===== src/rtl/agu_pkg.sv =====
package agu_pkg;
  typedef enum logic [2:0] {
    AM_IND   = 3'd0,
    AM_DISP  = 3'd1,
    AM_IDX   = 3'd2,
    AM_SCALE = 3'd3,
    AM_PINC  = 3'd4,
    AM_PDEC  = 3'd5,
    AM_CIRC  = 3'd6,
    AM_BREV  = 3'd7
  } am_e;

  function automatic logic is_postmod(input logic [2:0] m);
    return m[2];
  endfunction
endpackage


===== src/rtl/agu_ea.sv =====
module agu_ea #(
  parameter int AW     = 32,
  parameter int DISP_W = 16
) (
  input  logic [2:0]        mode,
  input  logic [1:0]        size_code,
  input  logic [AW-1:0]     base,
  input  logic [AW-1:0]     index,
  input  logic [DISP_W-1:0] disp,
  output logic [AW-1:0]     ea,
  output logic              mis
);
  import agu_pkg::*;
  logic [AW-1:0] disp_x;
  logic [AW-1:0] idx_sh;
  logic [AW-1:0] lowmask;

  assign disp_x = {{(AW-DISP_W){disp[DISP_W-1]}}, disp};
  assign idx_sh = index << size_code;

  always_comb begin
    unique case (am_e'(mode))
      AM_DISP:  ea = base + disp_x;
      AM_IDX:   ea = base + index;
      AM_SCALE: ea = base + disp_x + idx_sh;
      default:  ea = base;
    endcase
  end

  always_comb begin
    lowmask = '0;
    unique case (size_code)
      2'd0: lowmask[2:0] = 3'b000;
      2'd1: lowmask[2:0] = 3'b001;
      2'd2: lowmask[2:0] = 3'b011;
      default: lowmask[2:0] = 3'b111;
    endcase
  end

  assign mis = |(ea & lowmask);
endmodule


===== src/rtl/agu_step.sv =====
module agu_step #(
  parameter int AW      = 32,
  parameter int BR_LOG2 = 6
) (
  input  logic [2:0]    mode,
  input  logic [1:0]    size_code,
  input  logic [AW-1:0] base,
  input  logic [AW-1:0] circ_start,
  input  logic [AW-1:0] circ_end,
  output logic [AW-1:0] nxt
);
  import agu_pkg::*;
  localparam int BL = BR_LOG2;

  logic [AW-1:0] step;
  logic [AW-1:0] inc;
  logic [BL-1:0] off;
  logic [BL-1:0] addv;
  logic [BL-1:0] cin;
  logic [BL-1:0] rsum;

  assign step = AW'(1) << size_code;
  assign inc  = base + step;
  assign off  = base[BL-1:0];
  assign addv = step[BL-1:0];

  // reverse-carry adder: carry ripples from MSB of the offset toward bit 0
  always_comb begin
    cin = '0;
    for (int i = BL - 1; i >= 1; i--) begin
      cin[i-1] = (off[i] & addv[i]) | (off[i] & cin[i]) | (addv[i] & cin[i]);
    end
  end

  generate
    for (genvar g = 0; g < BL; g++) begin : g_rbit
      assign rsum[g] = off[g] ^ addv[g] ^ cin[g];
    end
  endgenerate

  always_comb begin
    unique case (am_e'(mode))
      AM_PINC: nxt = inc;
      AM_PDEC: nxt = base - step;
      AM_CIRC: nxt = (inc > circ_end) ? circ_start : inc;
      AM_BREV: nxt = {base[AW-1:BL], rsum};
      default: nxt = base;
    endcase
  end
endmodule


===== src/rtl/agu_top.sv =====
module agu_top #(
  parameter int AW      = 32,
  parameter int DISP_W  = 16,
  parameter int BR_LOG2 = 6
) (
  input  logic              clk,
  input  logic              rst_n,
  input  logic              req_vld,
  input  logic [2:0]        mode,
  input  logic [1:0]        size_code,
  input  logic [AW-1:0]     base,
  input  logic [AW-1:0]     index,
  input  logic [DISP_W-1:0] disp,
  input  logic [AW-1:0]     circ_start,
  input  logic [AW-1:0]     circ_end,
  output logic              out_vld,
  output logic [AW-1:0]     eff_addr,
  output logic [AW-1:0]     base_next,
  output logic              base_we,
  output logic              misalign
);
  import agu_pkg::*;

  logic [AW-1:0] ea_d;
  logic          mis_d;
  logic [AW-1:0] nxt_d;
  logic          we_d;

  agu_ea #(.AW(AW), .DISP_W(DISP_W)) u_ea (
    .mode(mode), .size_code(size_code), .base(base), .index(index),
    .disp(disp), .ea(ea_d), .mis(mis_d)
  );

  agu_step #(.AW(AW), .BR_LOG2(BR_LOG2)) u_step (
    .mode(mode), .size_code(size_code), .base(base),
    .circ_start(circ_start), .circ_end(circ_end), .nxt(nxt_d)
  );

  always_comb begin
    we_d = req_vld & is_postmod(mode);
  end

  // control registers update every cycle
  always_ff @(posedge clk or negedge rst_n) begin
    if (!rst_n) begin
      out_vld <= 1'b0;
      base_we <= 1'b0;
    end else begin
      out_vld <= req_vld;
      base_we <= we_d;
    end
  end

  // data registers load only on a request (clock enable)
  always_ff @(posedge clk or negedge rst_n) begin
    if (!rst_n) begin
      eff_addr  <= '0;
      base_next <= '0;
      misalign  <= 1'b0;
    end else if (req_vld) begin
      eff_addr  <= ea_d;
      base_next <= nxt_d;
      misalign  <= mis_d;
    end
  end

  assert_we_needs_vld_R11: assert property (@(posedge clk) disable iff (!rst_n)
    base_we |-> out_vld);

  assert_no_we_plain_R11: assert property (@(posedge clk) disable iff (!rst_n)
    (req_vld && !mode[2]) |=> !base_we);

  assert_byte_aligned_R12: assert property (@(posedge clk) disable iff (!rst_n)
    (req_vld && size_code == 2'd0) |=> !misalign);

  assert_pinc_step_R7: assert property (@(posedge clk) disable iff (!rst_n)
    (req_vld && mode == 3'd4) |=>
      (base_next == eff_addr + (AW'(1) << $past(size_code))));

  assert_pdec_step_R8: assert property (@(posedge clk) disable iff (!rst_n)
    (req_vld && mode == 3'd5) |=>
      (base_next == eff_addr - (AW'(1) << $past(size_code))));

  assert_circ_window_R9: assert property (@(posedge clk) disable iff (!rst_n)
    (req_vld && mode == 3'd6) |=>
      (base_next == $past(circ_start) || base_next <= $past(circ_end)));

  assert_brev_upper_R10: assert property (@(posedge clk) disable iff (!rst_n)
    (req_vld && mode == 3'd7) |=>
      (base_next[AW-1:BR_LOG2] == eff_addr[AW-1:BR_LOG2]));

  assert_vld_follows_R2: assert property (@(posedge clk) disable iff (!rst_n)
    req_vld |=> out_vld);
endmodule


===== config.mk =====
export PLATFORM = sky130hd
export DESIGN_NAME = agu_top
export DESIGN_NICKNAME = d
export VERILOG_FILES = /design/src/rtl/agu_pkg.sv /design/src/rtl/agu_ea.sv /design/src/rtl/agu_step.sv /design/src/rtl/agu_top.sv
export SDC_FILE = /design/constraint.sdc
export NUM_CORES = 1
export LEC_CHECK = 0
export BUFFER_PORTS_ARGS = -buffer_cell sky130_fd_sc_hd__buf_2
export CORE_MARGIN = 1.5
export CORE_UTILIZATION = 50
export CTS_CLUSTER_DIAMETER = 120
export CTS_CLUSTER_SIZE = 30
export DETAILED_ROUTE_END_ITERATION = 6
export HOLD_SLACK_MARGIN = 0.02
export MAX_ROUTING_LAYER = met4
export PLACE_DENSITY = 0.72
export SKIP_LAST_GASP = 1
export SLEW_MARGIN = 20
export SYNTH_ARGS = -nofsm -noshare
export SYNTH_HDL_FRONTEND = slang
export SYNTH_HIERARCHICAL = 1
export SYNTH_SLANG_ARGS = --single-unit

===== constraint.sdc =====
create_clock -name clk -period 0.8 [get_ports clk]
set_input_delay 0.16 -clock clk [delete_from_list [all_inputs] [get_ports clk]]
set_output_delay 0.16 -clock clk [all_outputs]
set_load 0.01 [all_outputs]

==> summary.txt, run 1 <==
Mapped Nets = 1,916
RePlAce Congestion = 1.031
total gr overflow = 12
asr flop ratio synth = 100.0%
top-area cell type share of the netlist area = 12.95%
GR repair worst EP = eff_addr[30]$_DFFE_PN0P_/D
H-tree Lvls = 3
tool error = [ERROR GRT-0232] Routing congestion too high. Check the congestion heatmap in the GUI.
synthesized instance count = 1,624
number of synthesized flops with an enable pin = 0
Rows = 58
Die X = 163.9 um
Synth area leaders = dfrtp_1 (13%), ha_1 (13%), a21oi_1 (5.7%)
deepest clock path buffer count = 2
Initial Utilization = 51.11%
FF+latch count, synth = 67
biggest area consumer among synthesized cells = dfrtp_1
Worst EP Category = sequential cell input
clock root buffer = clkbuf_16
Avg Cell Area, Syn = 7.970 um^2
Synth Flop Type = dfrtp_1
io pins = 219
clk sink count = 67
largest net degree at the start of global routing = 32
Failed at = 5_1_grt
total CTS buffers = 9
Die H = 163.9 um
Distinct cells, synth = 88
post-synthesis sequential area ratio = 12.95%
overall routing resource usage = 80.97%
Synthesis Warnings = 6
synthesized area = 0.01294 mm^2
hpwl dp = 46,720 um
outcome = aborted with a tool error
IO buf count = 218
metal layers:
layer	GRT usage (%)	overflow
met1	81.66	1
met2	92.06	4
met3	70.61	5
met4	72.23	2
met5	-	-
cell families after synthesis:
kind of cell               after synthesis  synth area share [%]
adders and majority gates              140                 13.94
DFF                                     67                 12.95
muxes                                  119                 13.42
and+or+nand+nor                        442                 17.05
AOI/OAI and AO/OA                      555                 28.90
xor gates and xnor gates               119                 8.052
buffers and inverters                  182                 5.684
metrics by stage:
| stage | setup WS, ns | instances | hold slack [ns] | instance area [um^2] |
|---|---|---|---|---|
| floorplan | -3.494 | 1624 | -0.1356 | 13550 |
| global placement | -4.040 | 2637 | 0.009582 | 18820 |
| detailed placement | -4.237 | 2637 | 0.009726 | 18820 |
| CTS | -3.589 | 2728 | 0.1388 | 20830 |
synth_stat cells, drive strengths merged, types with 19 or more instances:
master	instances
a21oi	148
ha	133
nand2	106
o21ai	102
nor2	101
inv	83
clkbuf	82
xnor2	71
mux2	69
dfrtp	67
a21o	65
nand3	52
xor2	48
nor3	30
mux2i	25
mux4	25
nor4	22
a31oi	20
and3	20
o21a	20
nand4	19
or3	19
timing repair:
| action | in CTS |
|---|---|
| hold endpoints to repair | 67 |
| setup endpoints to repair | 132 |
| gates resized for setup | 214 |
| hold buffers | 1 |
| pin swaps | 142 |
| cloned | 4 |
| buffers inserted | 76 |
==> run 2, diff against run 1 <==
--- a/config.mk
+++ b/config.mk
@@ -7,13 +7,9 @@
 export LEC_CHECK = 0
 export BUFFER_PORTS_ARGS = -buffer_cell sky130_fd_sc_hd__buf_2
 export CORE_MARGIN = 1.5
-export CORE_UTILIZATION = 50
-export CTS_CLUSTER_DIAMETER = 120
-export CTS_CLUSTER_SIZE = 30
+export CORE_UTILIZATION = 35
 export DETAILED_ROUTE_END_ITERATION = 6
-export HOLD_SLACK_MARGIN = 0.02
-export MAX_ROUTING_LAYER = met4
-export PLACE_DENSITY = 0.72
+export PLACE_DENSITY_LB_ADDON = 0.15
 export SKIP_LAST_GASP = 1
 export SLEW_MARGIN = 20
 export SYNTH_ARGS = -nofsm -noshare
==> run 2 against run 1 <==
Compared with the run above: the flow now finishes, with violations (setup timing); synthesized area unchanged; synthesized cell count unchanged.
==> summary.txt, run 2 <==
H-tree Lvls = 3
first-pass GRT wire length = 92,310 um
number of synthesized flops with an enable pin = 0
RSZ-0062 raised after global routing = true
Avg Cell Area, Syn = 7.970 um^2
Inserted Diodes = 0
Worst EP arrival = 4.62 ns
synthesized area = 0.01294 mm^2
vias in the first global route = 16,310
clk sink count = 67
FF-to-FF path depth = 3
Vias = 16,690
asr flop ratio synth = 100.0%
Synthesis Warnings = 6
initial antenna violation count = 1
Cell Count Post-Placement = 2,799
worst vdd ir = 0.001088 V
final hold violations = 0
count leader, synth = a21oi_1
overall routing resource usage = 30.93%
largest family of logic cells by synthesized area = compound AO/OA/AOI/OAI gates
total gr overflow = 0
clock skew after layout = 0 ns
Post-Synth XOR/XNOR Area = 8.052%
WHS = 0.1617 ns
violated checks = setup timing
CTS tree = built
fillcell total = 3,191
Worst Hold Class = primary input to flop
Clock Latency Late Sink = 0.35 ns
Worst-path clk slew = 0.07 ns
NumNets Final = 2,773
Post-Layout Cell Count = 2,952
RePlAce Congestion = 0.9559
io pins = 219
Worst slew margin = 67.39%
Max Cap Viol = 0
Slew Viols, Final = 0
core area = 0.03652 mm^2
DR pass1 iterations = 5
dpl cell area = 0.01919 mm^2
biggest area consumer among synthesized cells = dfrtp_1
area share of fa/ha/maj cells after synthesis = 13.94%
Reg-to-Reg End = base_next[9]$_DFFE_PN0P_
die area = 0.03814 mm^2
Tmin final = 4.374 ns
critical path class = primary input to flop
Finished Cell Area = 0.02261 mm^2
Rows = 70
Synth Flop Type = dfrtp_1
FF+latch count, synth = 67
crit end category = flop
peak fanout along the critical path = 5
Post-Synth Simple-Gate Area = 17.05%
share of cells above drive strength 1 = 54.03%
Area growth syn-to-layout = 74.65%
worst r2r src = base_next[9]$_DFFE_PN0P_
final-report setup violation count = 132
routed length per instance = 20.94 um
Least-Margin Pin Slew = 0.4870 ns
multiplexer share of the synthesized area = 13.42%
Worst Hold Launch = req_vld
vias per cell = 5.654
DR DRC count = 0
biggest regs = base_next (32), eff_addr (32)
post-synthesis compound-gate area fraction = 28.90%
R2R Setup Slk = -0.21 ns
WP data required = 1.05 ns
outcome = finished with violations
LEAKAGE = 10.84 nW
Fmax = 0.2286 GHz
Post-Route WL = 61,810 um
Die X = 195.3 um
clock root buffer = clkbuf_16
deepest clock path buffer count = 2
most frequent cells in the layout = buf_4 (653), buf_2 (202), a21oi_1 (105)
top-area cell type share of the netlist area = 12.95%
commonest non-fill, non-tap cell in the layout = buf_4
Tot Pwr = 0.03278 W
synthesized instance count = 1,624
post-synthesis sequential area ratio = 12.95%
Mapped Nets = 1,916
P per Cell Area = 1450 mW/mm^2
WHS Endpoint = base_next[20]$_DFFE_PN0P_
Die H = 195.3 um
Routed Antenna Nets = 0
Distinct cells, synth = 88
CP startpoint kind = primary input
largest net degree at the start of global routing = 38
hold path depth = 2
IO buf count = 218
DR iter-0 viols = 1,446
hpwl dp = 47,820 um
fin crit share = 546.7%
Synth area leaders = dfrtp_1 (13%), ha_1 (13%), a21oi_1 (5.7%)
final setup margin = -3.574 ns
Initial Utilization = 35.44%
Post-synth top cells = a21oi_1 (147), ha_1 (133), nand2_1 (106), nor2_1 (101), o21ai_0 (94)
total CTS buffers = 9
==> run 2: cell counts after synthesis <==
No cell type changed its count.
==> run 2: area by class of cell <==
type	count	area, um^2	share of cell area (%)
multi-input combinational	1376	12540	55.49
timing repair buffer	944	7203	31.86
sequential	67	1677	7.416
tap	468	585.6	2.590
inverter	83	314.1	1.389
clock buffer	11	242.7	1.074
clock inverter	3	40.04	0.1771
==> run 2: critical path, cell delays in order <==
cell and delay [ns]:
buf_6 0.10, ha_4 0.16, buf_6 0.12, a21oi_4 0.15
o211ai_1 0.24, a31o_2 0.32, a21bo_2 0.20, a21oi_2 0.15
nor2b_1 0.06, o2111ai_1 0.20, nand2_1 0.12, xor2_2 0.21
ha_4 0.32, and3_4 0.20, nand4_1 0.16, o31ai_4 0.38
buf_4 0.18, a221oi_4 0.07, buf_4 0.15, o31ai_4 0.18
xnor2_1 0.14, nor2_1 0.08, a221oi_2 0.22, o21ai_1 0.10
mux2_4 0.26
==> run 2: worst max path at each step <==
stage | startpoint | to | slack (ns)
final | disp[0] | eff_addr[27]$_DFFE_PN0P_ | -3.57
after global placement | base[0] | eff_addr[31]$_DFFE_PN0P_ | -4.05
after global routing | disp[0] | eff_addr[27]$_DFFE_PN0P_ | -3.79
after detailed placement | base[0] | eff_addr[31]$_DFFE_PN0P_ | -4.09
after floorplan | base[0] | eff_addr[31]$_DFFE_PN0P_ | -3.49
after CTS | disp[0] | eff_addr[31]$_DFFE_PN0P_ | -3.58
==> run 2: what timing repair did <==
item                       4_1_cts  5_1_grt
hold endpoints to repair        67        0
pin swaps                      168      152
resized for setup              219      175
hold buffers                     1        0
buffers inserted                87       66
cloned                           7        0
setup endpoints to repair      132      132
==> run 2: cells by family (layout without fill, tap and decap cells) <==
family	count (synthesis)	in the layout
AO/OA/AOI/OAI	555	556
XOR/XNOR	119	119
adder cells (fa/ha/maj)	140	140
buffers and inverters	182	1041
flip-flops	67	67
multiplexers	119	119
AND/OR/NAND/NOR	442	442
==> run 2: where the power goes <==
group	internal, W	switching (W)	total, W
logic	0.0128	0.0114	0.0242
clock network	0.00246	0.00179	0.00425
registers	0.00399	0.000381	0.00437
total	0.0192	0.0136	0.0328
==> run 2: routing by layer <==
layer / vias up / wire length [um] / track usage, %
li1: 7833 / - / -
met1: 8101 / 27670 / 42.47
met2: 660 / 28570 / 50.93
met3: 97 / 3679 / 2.971
met4: 0 / 1884 / 9.991
met5: - / 0 / 0
==> run 2: per-stage QoR <==
stage	worst slack (ns)	setup TNS, ns	util [%]
after floorplan	-3.494	-184.01	-
after global placement	-4.046	-224.88	52.54
after detailed placement	-4.086	-226.31	52.54
after CTS	-3.579	-203.50	58.44
after global routing	-3.793	-214.20	61.90
final	-3.574	-203.82	61.90
Power figures use the tool's default switching activity.
